**config.mk**
```make
export PLATFORM = sky130hd
export DESIGN_NAME = bshift40_unit
export DESIGN_NICKNAME = d
export VERILOG_FILES = /design/src/rtl/bshift_pkg.sv /design/src/rtl/bshift_shifter.sv /design/src/rtl/bshift_bitops.sv /design/src/rtl/bshift_expdet.sv /design/src/rtl/bshift40_unit.sv
export SDC_FILE = /design/constraint.sdc
export NUM_CORES = 1
export LEC_CHECK = 0
export ABC_AREA = 0
export BUFFER_PORTS_ARGS = -buffer_cell sky130_fd_sc_hd__buf_4
export CORE_ASPECT_RATIO = 1.25
export CORE_MARGIN = 2
export CORE_UTILIZATION = 25
export DETAILED_ROUTE_END_ITERATION = 7
export GPL_TIMING_DRIVEN = 0
export SYNTH_ARGS = -nofsm -noshare
export SYNTH_HDL_FRONTEND = slang
export SYNTH_HIERARCHICAL = 1
export SYNTH_SLANG_ARGS = --single-unit
```
**constraint.sdc**
```tcl
create_clock -name clk -period 83.7 [get_ports clk]
set_input_delay 16.74 -clock clk [delete_from_list [all_inputs] [get_ports clk]]
set_output_delay 16.74 -clock clk [all_outputs]
set_load 0.005 [all_outputs]
```
**src/rtl/bshift_pkg.sv**
```systemverilog
package bshift_pkg;
  typedef enum logic [2:0] {
    OP_ASH  = 3'd0,
    OP_LSH  = 3'd1,
    OP_ROT  = 3'd2,
    OP_BTST = 3'd3,
    OP_BSET = 3'd4,
    OP_PACK = 3'd5,
    OP_UNPK = 3'd6,
    OP_EXP  = 3'd7
  } bs_op_e;

  typedef enum logic [1:0] {
    SK_ASH = 2'd0,
    SK_LSH = 2'd1,
    SK_ROT = 2'd2
  } bs_shift_kind_e;
endpackage

```
**src/rtl/bshift_shifter.sv**
```systemverilog
module bshift_shifter
  import bshift_pkg::*;
#(
  parameter int ACC_W = 40,
  parameter int AMT_W = 7
) (
  input  bs_shift_kind_e   kind_i,
  input  logic [AMT_W-1:0] wval_i,
  input  logic [ACC_W-1:0] mask_i,
  input  logic [ACC_W-1:0] opnd_i,
  input  logic [AMT_W-1:0] amt_i,
  output logic [ACC_W-1:0] res_o
);
  logic             neg;
  logic [AMT_W-1:0] mag;
  logic [AMT_W-1:0] rmod;
  logic [AMT_W-1:0] rk;
  logic             sgn;
  logic             beyond;
  logic [ACC_W-1:0] lft;
  logic [ACC_W-1:0] rgt;
  logic [ACC_W-1:0] fill;
  logic [ACC_W-1:0] rot;

  always_comb begin
    neg    = amt_i[AMT_W-1];
    mag    = neg ? (~amt_i + 1'b1) : amt_i;
    // top bit of the working field, found via the mask edge
    sgn    = |(opnd_i & mask_i & ~(mask_i >> 1));
    beyond = (mag >= wval_i);
    lft    = beyond ? '0 : ((opnd_i << mag) & mask_i);
    rgt    = opnd_i >> mag;
    fill   = (kind_i == SK_ASH && sgn) ? (mask_i & ~(mask_i >> mag)) : '0;
    rmod   = mag % wval_i;
    rk     = (neg && rmod != '0) ? (wval_i - rmod) : rmod;
    rot    = ((opnd_i << rk) | (opnd_i >> (wval_i - rk))) & mask_i;
    unique case (kind_i)
      SK_ROT:  res_o = rot;
      default: res_o = neg ? (rgt | fill) : lft;
    endcase

    if (kind_i == SK_ROT) begin
      rot_popcount_chk: assert ($countones(res_o) == $countones(opnd_i));
    end
  end
endmodule

```
**src/rtl/bshift_bitops.sv**
```systemverilog
module bshift_bitops
  import bshift_pkg::*;
#(
  parameter int ACC_W  = 40,
  parameter int HALF_W = 16,
  parameter int AMT_W  = 7
) (
  input  bs_op_e            op_i,
  input  logic [AMT_W-1:0]  wval_i,
  input  logic [ACC_W-1:0]  mask_i,
  input  logic [ACC_W-1:0]  raw_a_i,
  input  logic [HALF_W-1:0] opb_i,
  input  logic [AMT_W-1:0]  amt_i,
  output logic [ACC_W-1:0]  res_o,
  output logic              flag_o
);
  localparam int WORD_W = 2 * HALF_W;

  logic [ACC_W-1:0]  opm;
  logic [ACC_W-1:0]  hit;
  logic [HALF_W-1:0] half;
  logic [ACC_W-1:0]  unp;
  logic [ACC_W-1:0]  pck;

  always_comb begin
    opm  = raw_a_i & mask_i;
    hit  = (amt_i < wval_i) ? ({{(ACC_W-1){1'b0}}, 1'b1} << amt_i) : '0;
    half = amt_i[0] ? raw_a_i[WORD_W-1:HALF_W] : raw_a_i[HALF_W-1:0];
    unp  = {{(ACC_W-HALF_W){half[HALF_W-1]}}, half} & mask_i;
    pck  = {{(ACC_W-WORD_W){1'b0}}, raw_a_i[HALF_W-1:0], opb_i};
    flag_o = 1'b0;
    unique case (op_i)
      OP_BTST: begin
        res_o  = opm;
        flag_o = |(opm & hit);
      end
      OP_BSET: res_o = opm | hit;
      OP_PACK: res_o = pck;
      OP_UNPK: res_o = unp;
      default: res_o = opm;
    endcase

    bit_onehot_chk: assert ($onehot0(hit));
  end
endmodule

```
**src/rtl/bshift_expdet.sv**
```systemverilog
module bshift_expdet #(
  parameter int ACC_W = 40,
  parameter int AMT_W = 7
) (
  input  logic [AMT_W-1:0] wval_i,
  input  logic [ACC_W-1:0] mask_i,
  input  logic [ACC_W-1:0] opnd_i,
  output logic [AMT_W-1:0] cnt_o
);
  logic sgn;
  logic run;

  always_comb begin
    sgn   = |(opnd_i & mask_i & ~(mask_i >> 1));
    run   = 1'b1;
    cnt_o = '0;
    for (int i = ACC_W - 2; i >= 0; i--) begin
      if (mask_i[i+1] && run) begin
        if (opnd_i[i] == sgn) cnt_o = cnt_o + 1'b1;
        else                  run   = 1'b0;
      end
    end

    exp_range_chk: assert (cnt_o < wval_i);
  end
endmodule

```
**src/rtl/bshift40_unit.sv**
```systemverilog
module bshift40_unit
  import bshift_pkg::*;
#(
  parameter int ACC_W  = 40,
  parameter int HALF_W = 16,
  parameter int AMT_W  = 7
) (
  input  logic              clk,
  input  logic              rst,
  input  logic [2:0]        op_i,
  input  logic [1:0]        wsel_i,
  input  logic [ACC_W-1:0]  opa_i,
  input  logic [HALF_W-1:0] opb_i,
  input  logic [AMT_W-1:0]  amt_i,
  output logic [ACC_W-1:0]  res_o,
  output logic              flag_o
);
  localparam int WORD_W = 2 * HALF_W;

  bs_op_e           op;
  bs_shift_kind_e   kind;
  logic [AMT_W-1:0] wval;
  logic [ACC_W-1:0] mask;
  logic [ACC_W-1:0] opm;
  logic [ACC_W-1:0] sh_res;
  logic [ACC_W-1:0] bit_res;
  logic             bit_flag;
  logic [AMT_W-1:0] exp_cnt;
  logic [ACC_W-1:0] nxt;
  logic [ACC_W-1:0] res_q;
  logic             flag_q;

  assign op = bs_op_e'(op_i);

  always_comb begin
    unique case (wsel_i)
      2'd0:    wval = AMT_W'(HALF_W);
      2'd1:    wval = AMT_W'(WORD_W);
      default: wval = AMT_W'(ACC_W);
    endcase
    mask = {ACC_W{1'b1}} >> (AMT_W'(ACC_W) - wval);
    opm  = opa_i & mask;
    unique case (op)
      OP_ASH:  kind = SK_ASH;
      OP_LSH:  kind = SK_LSH;
      default: kind = SK_ROT;
    endcase
  end

  bshift_shifter #(.ACC_W(ACC_W), .AMT_W(AMT_W)) u_shift (
    .kind_i (kind),
    .wval_i (wval),
    .mask_i (mask),
    .opnd_i (opm),
    .amt_i  (amt_i),
    .res_o  (sh_res)
  );

  bshift_bitops #(.ACC_W(ACC_W), .HALF_W(HALF_W), .AMT_W(AMT_W)) u_bits (
    .op_i    (op),
    .wval_i  (wval),
    .mask_i  (mask),
    .raw_a_i (opa_i),
    .opb_i   (opb_i),
    .amt_i   (amt_i),
    .res_o   (bit_res),
    .flag_o  (bit_flag)
  );

  bshift_expdet #(.ACC_W(ACC_W), .AMT_W(AMT_W)) u_exp (
    .wval_i (wval),
    .mask_i (mask),
    .opnd_i (opm),
    .cnt_o  (exp_cnt)
  );

  always_comb begin
    unique case (op)
      OP_ASH, OP_LSH, OP_ROT: nxt = sh_res;
      OP_EXP:                 nxt = ACC_W'(exp_cnt);
      default:                nxt = bit_res;
    endcase
  end

  always_ff @(posedge clk) begin
    if (rst) begin
      res_q  <= '0;
      flag_q <= 1'b0;
    end else begin
      res_q  <= nxt;
      flag_q <= bit_flag;
    end
  end

  assign res_o  = res_q;
  assign flag_o = flag_q;


  flag_btst_only_chk: assert property (@(posedge clk) disable iff (rst)
    (op != OP_BTST) |=> !flag_o);


  upper_zero_chk: assert property (@(posedge clk) disable iff (rst)
    (op != OP_PACK) |=> ((res_o & ~$past(mask)) == '0));


  pack_place_chk: assert property (@(posedge clk) disable iff (rst)
    (op == OP_PACK) |=> (res_o[WORD_W-1:HALF_W] == $past(opa_i[HALF_W-1:0])
                         && res_o[HALF_W-1:0] == $past(opb_i)
                         && res_o[ACC_W-1:WORD_W] == '0));


  lsh_zero_chk: assert property (@(posedge clk) disable iff (rst)
    (op == OP_LSH && amt_i == '0) |=> (res_o == $past(opa_i & mask)));
endmodule

```
==> flow_summary.json <==
{
  "cpPeakStageDelay_ns": 1.03,
  "async_flop_share_pct": 0,
  "drtAntennaViolNets": 0,
  "gp_congestion": 1.104,
  "yosys.area_share.xor_xnor_pct": 9.722,
  "hp-class": "input pin to flop",
  "peakVddDrop_mv": 0.01436,
  "die-area_um2": 125300,
  "slew_headroom_pct": -5.133,
  "die_x_um": 317.0,
  "io_buffers": 109,
  "syn_inst": 4568,
  "post_cts_buffers": 0,
  "worst_pin_slew_ns": 1.577,
  "htree_levels": 2,
  "synth_ff_type": "dfxtp_1",
  "drt_iter0_drc": 4130,
  "cts_root_buf": "clkbuf_16",
  "synth.cell_area_um2": 30620,
  "overflow": 0,
  "fin_nets": 5030,
  "synthDistinctLibCells": 142,
  "setup_viol": 0,
  "syn_avg_cell_area_um2": 6.703,
  "drt_wl_total_um": 205800,
  "drc": 0,
  "muxShareOfSynthArea_pct": 15.39,
  "cts_buffer_depth": 2,
  "vias": 39691,
  "fin_tns_setup_ns": 0,
  "grt_pass1_wl_um": 286100,
  "yosys_warnings": 6,
  "slew_viol_final": 12,
  "numCtsBuffers": 5,
  "post-place-ws_ns": 35.11,
  "min_period_ns": 48.82,
  "syn_to_final_growth_pct": 12.55,
  "synth_adder_area_share_pct": 3.514,
  "cp_common_cell": "ha_1",
  "cts_tree": "yes",
  "p_leak_nw": 13.19,
  "endpoint_kind": "flop",
  "synth-simple-area-share_pct": 29.45,
  "drive_gt1_share_pct": 9.039,
  "slowest_stage": "nor2_1",
  "ios": 111,
  "crit_fanout": 92,
  "powerDensity_nw_per_um2": 19.65,
  "row_count": 143,
  "power_uw": 677.3,
  "initial_utilization_pct": 25.20,
  "grt_pass1_vias": 37667,
  "synth_edf_count": 0,
  "fin_crit_sh_pct": 58.33,
  "crit_type": "input pin to flop",
  "dp_cells": 6466,
  "synth_seq_cells": 41,
  "die_h_um": 395.3,
  "antenna_found_initial": 16,
  "max-cap-violations": 1,
  "dp_hpwl_um": 167000,
  "path_delay_family": "compound AO/OA/AOI/OAI gates",
  "path_buf_inv": 12,
  "cp.required_ns": 83.92,
  "clkSinkCount": 41,
  "violations": "max-capacitance violations, max-slew violations",
  "status": "complete, but fails checks",
  "timing.fmax_mhz": 20.48,
  "final_cell_mix": "nor2_1 (476), nand2_1 (439), mux2i_1 (334)",
  "wl_per_cell_um": 31.75,
  "postLayoutCoreUtil_pct": 28.37,
  "arrival_ns": 49.04,
  "holdBufCountCts": 0,
  "fin_cells": 6482,
  "cts_resized": 0,
  "fin_ws_ns": 34.88,
  "synth_top_family_by_area": "compound AO/OA/AOI/OAI gates",
  "dr.pass1.iters": 6,
  "grt_start_max_net_pins": 93,
  "yosysSeqAreaShare_pct": 2.681,
  "startpoint_type": "input pin",
  "rsz0062_at_grt": "no",
  "synth_compound_area_share_pct": 31.86,
  "hold_viol_final": 0,
  "vias_per_cell": 6.123,
  "cts.clk_slew.worst_paths_ns": 0.08,
  "final_common_cell": "nor2_1",
  "grt_use_total_pct": 31.71,
  "core_area_um2": 121500
}
synthesized netlist by cell type, drive strengths merged, types with 24 or more instances:
library cell | instances | share of area [%]
nor4 | 49 | 1.2
mux4 | 41 | 3.0
mux2 | 35 | 1.3
dfxtp | 41 | 2.7
or3 | 43 | 0.89
buf | 130 | 2.4
nor2b | 29 | 0.59
or2 | 28 | 0.57
inv | 152 | 1.9
nor3 | 167 | 3.0
a221oi | 42 | 1.3
o22ai | 63 | 1.3
nand2 | 442 | 5.4
a21oi | 279 | 4.6
o31ai | 48 | 1.3
a31oi | 124 | 2.6
nand3b | 95 | 2.3
o221ai | 26 | 0.74
nand2b | 61 | 1.2
mux2i | 336 | 11
o21ai | 299 | 4.9
nand4 | 47 | 0.98
o211ai | 69 | 1.7
nand3 | 173 | 2.9
ha | 81 | 3.3
clkbuf | 250 | 3.1
xor2 | 73 | 2.4
and3 | 58 | 1.2
a211oi | 127 | 3.2
and2 | 50 | 1.0
a2111oi | 24 | 0.75
nor2 | 479 | 5.9
a22oi | 46 | 1.2
xnor2 | 174 | 5.8
o21a | 28 | 0.69
worst min-delay path: cells and delay by family:
kind                   cells  cell delay (ns)
AOI/OAI and AO/OA          2             0.17
buffers and inverters      1             0.15
and+or+nand+nor            2             0.15
sequential cells by signal, summed over array words and instances, names as in the netlist:
signal  cells
flag_o      1
res_o      40
final cells by class:
type | instances | area [um2]
fillers | 13544 | 87030
clock buffers | 5 | 125.1
clock inverters | 3 | 46.29
diodes | 8 | 20.02
repair buffers | 114 | 914.6
multi-input cells | 4182 | 28270
flip-flops and latches | 41 | 820.8
plain buffers | 380 | 1685
inverters | 154 | 578.1
well taps | 1595 | 1996
per-layer routing:
layer	vias up	GRT usage (%)	share of wire [%]
li1	17668	-	-
met1	19028	36.46	37
met2	2304	51.38	45
met3	685	5.248	7.4
met4	6	25.93	10
met5	-	0	0.020
final timing paths:
| kind | from | to | slack (ns) | cells past startpoint |
|---|---|---|---|---|
| setup / recovery | wsel_i[1] | res_o[6] | 34.88 | 133 |
| hold / removal | opa_i[13] | res_o[13] | 16.93 | 5 |
kinds of logic after synthesis:
family | count (synthesis)
AO/OA/AOI/OAI | 1427
XOR/XNOR | 268
adder cells (fa/ha/maj) | 86
buffers and inverters | 534
flip-flops | 41
multiplexers | 412
other | 2
AND/OR/NAND/NOR | 1798
through the flow:
step	hold slack [ns]	instance area, um2
CTS	16.91	34430
global placement	17.12	34140
finish	16.93	34460
detailed placement	17.12	34260
floorplan	17.01	31330
global route	16.94	34440
power by group:
| group | switching [mW] | internal (mW) |
|---|---|---|
| Sequential | 0.00160 | 0.0221 |
| Clock | 0.0123 | 0.0142 |
| Combinational | 0.447 | 0.180 |
Note: power is estimated with default switching activity, not from simulation.
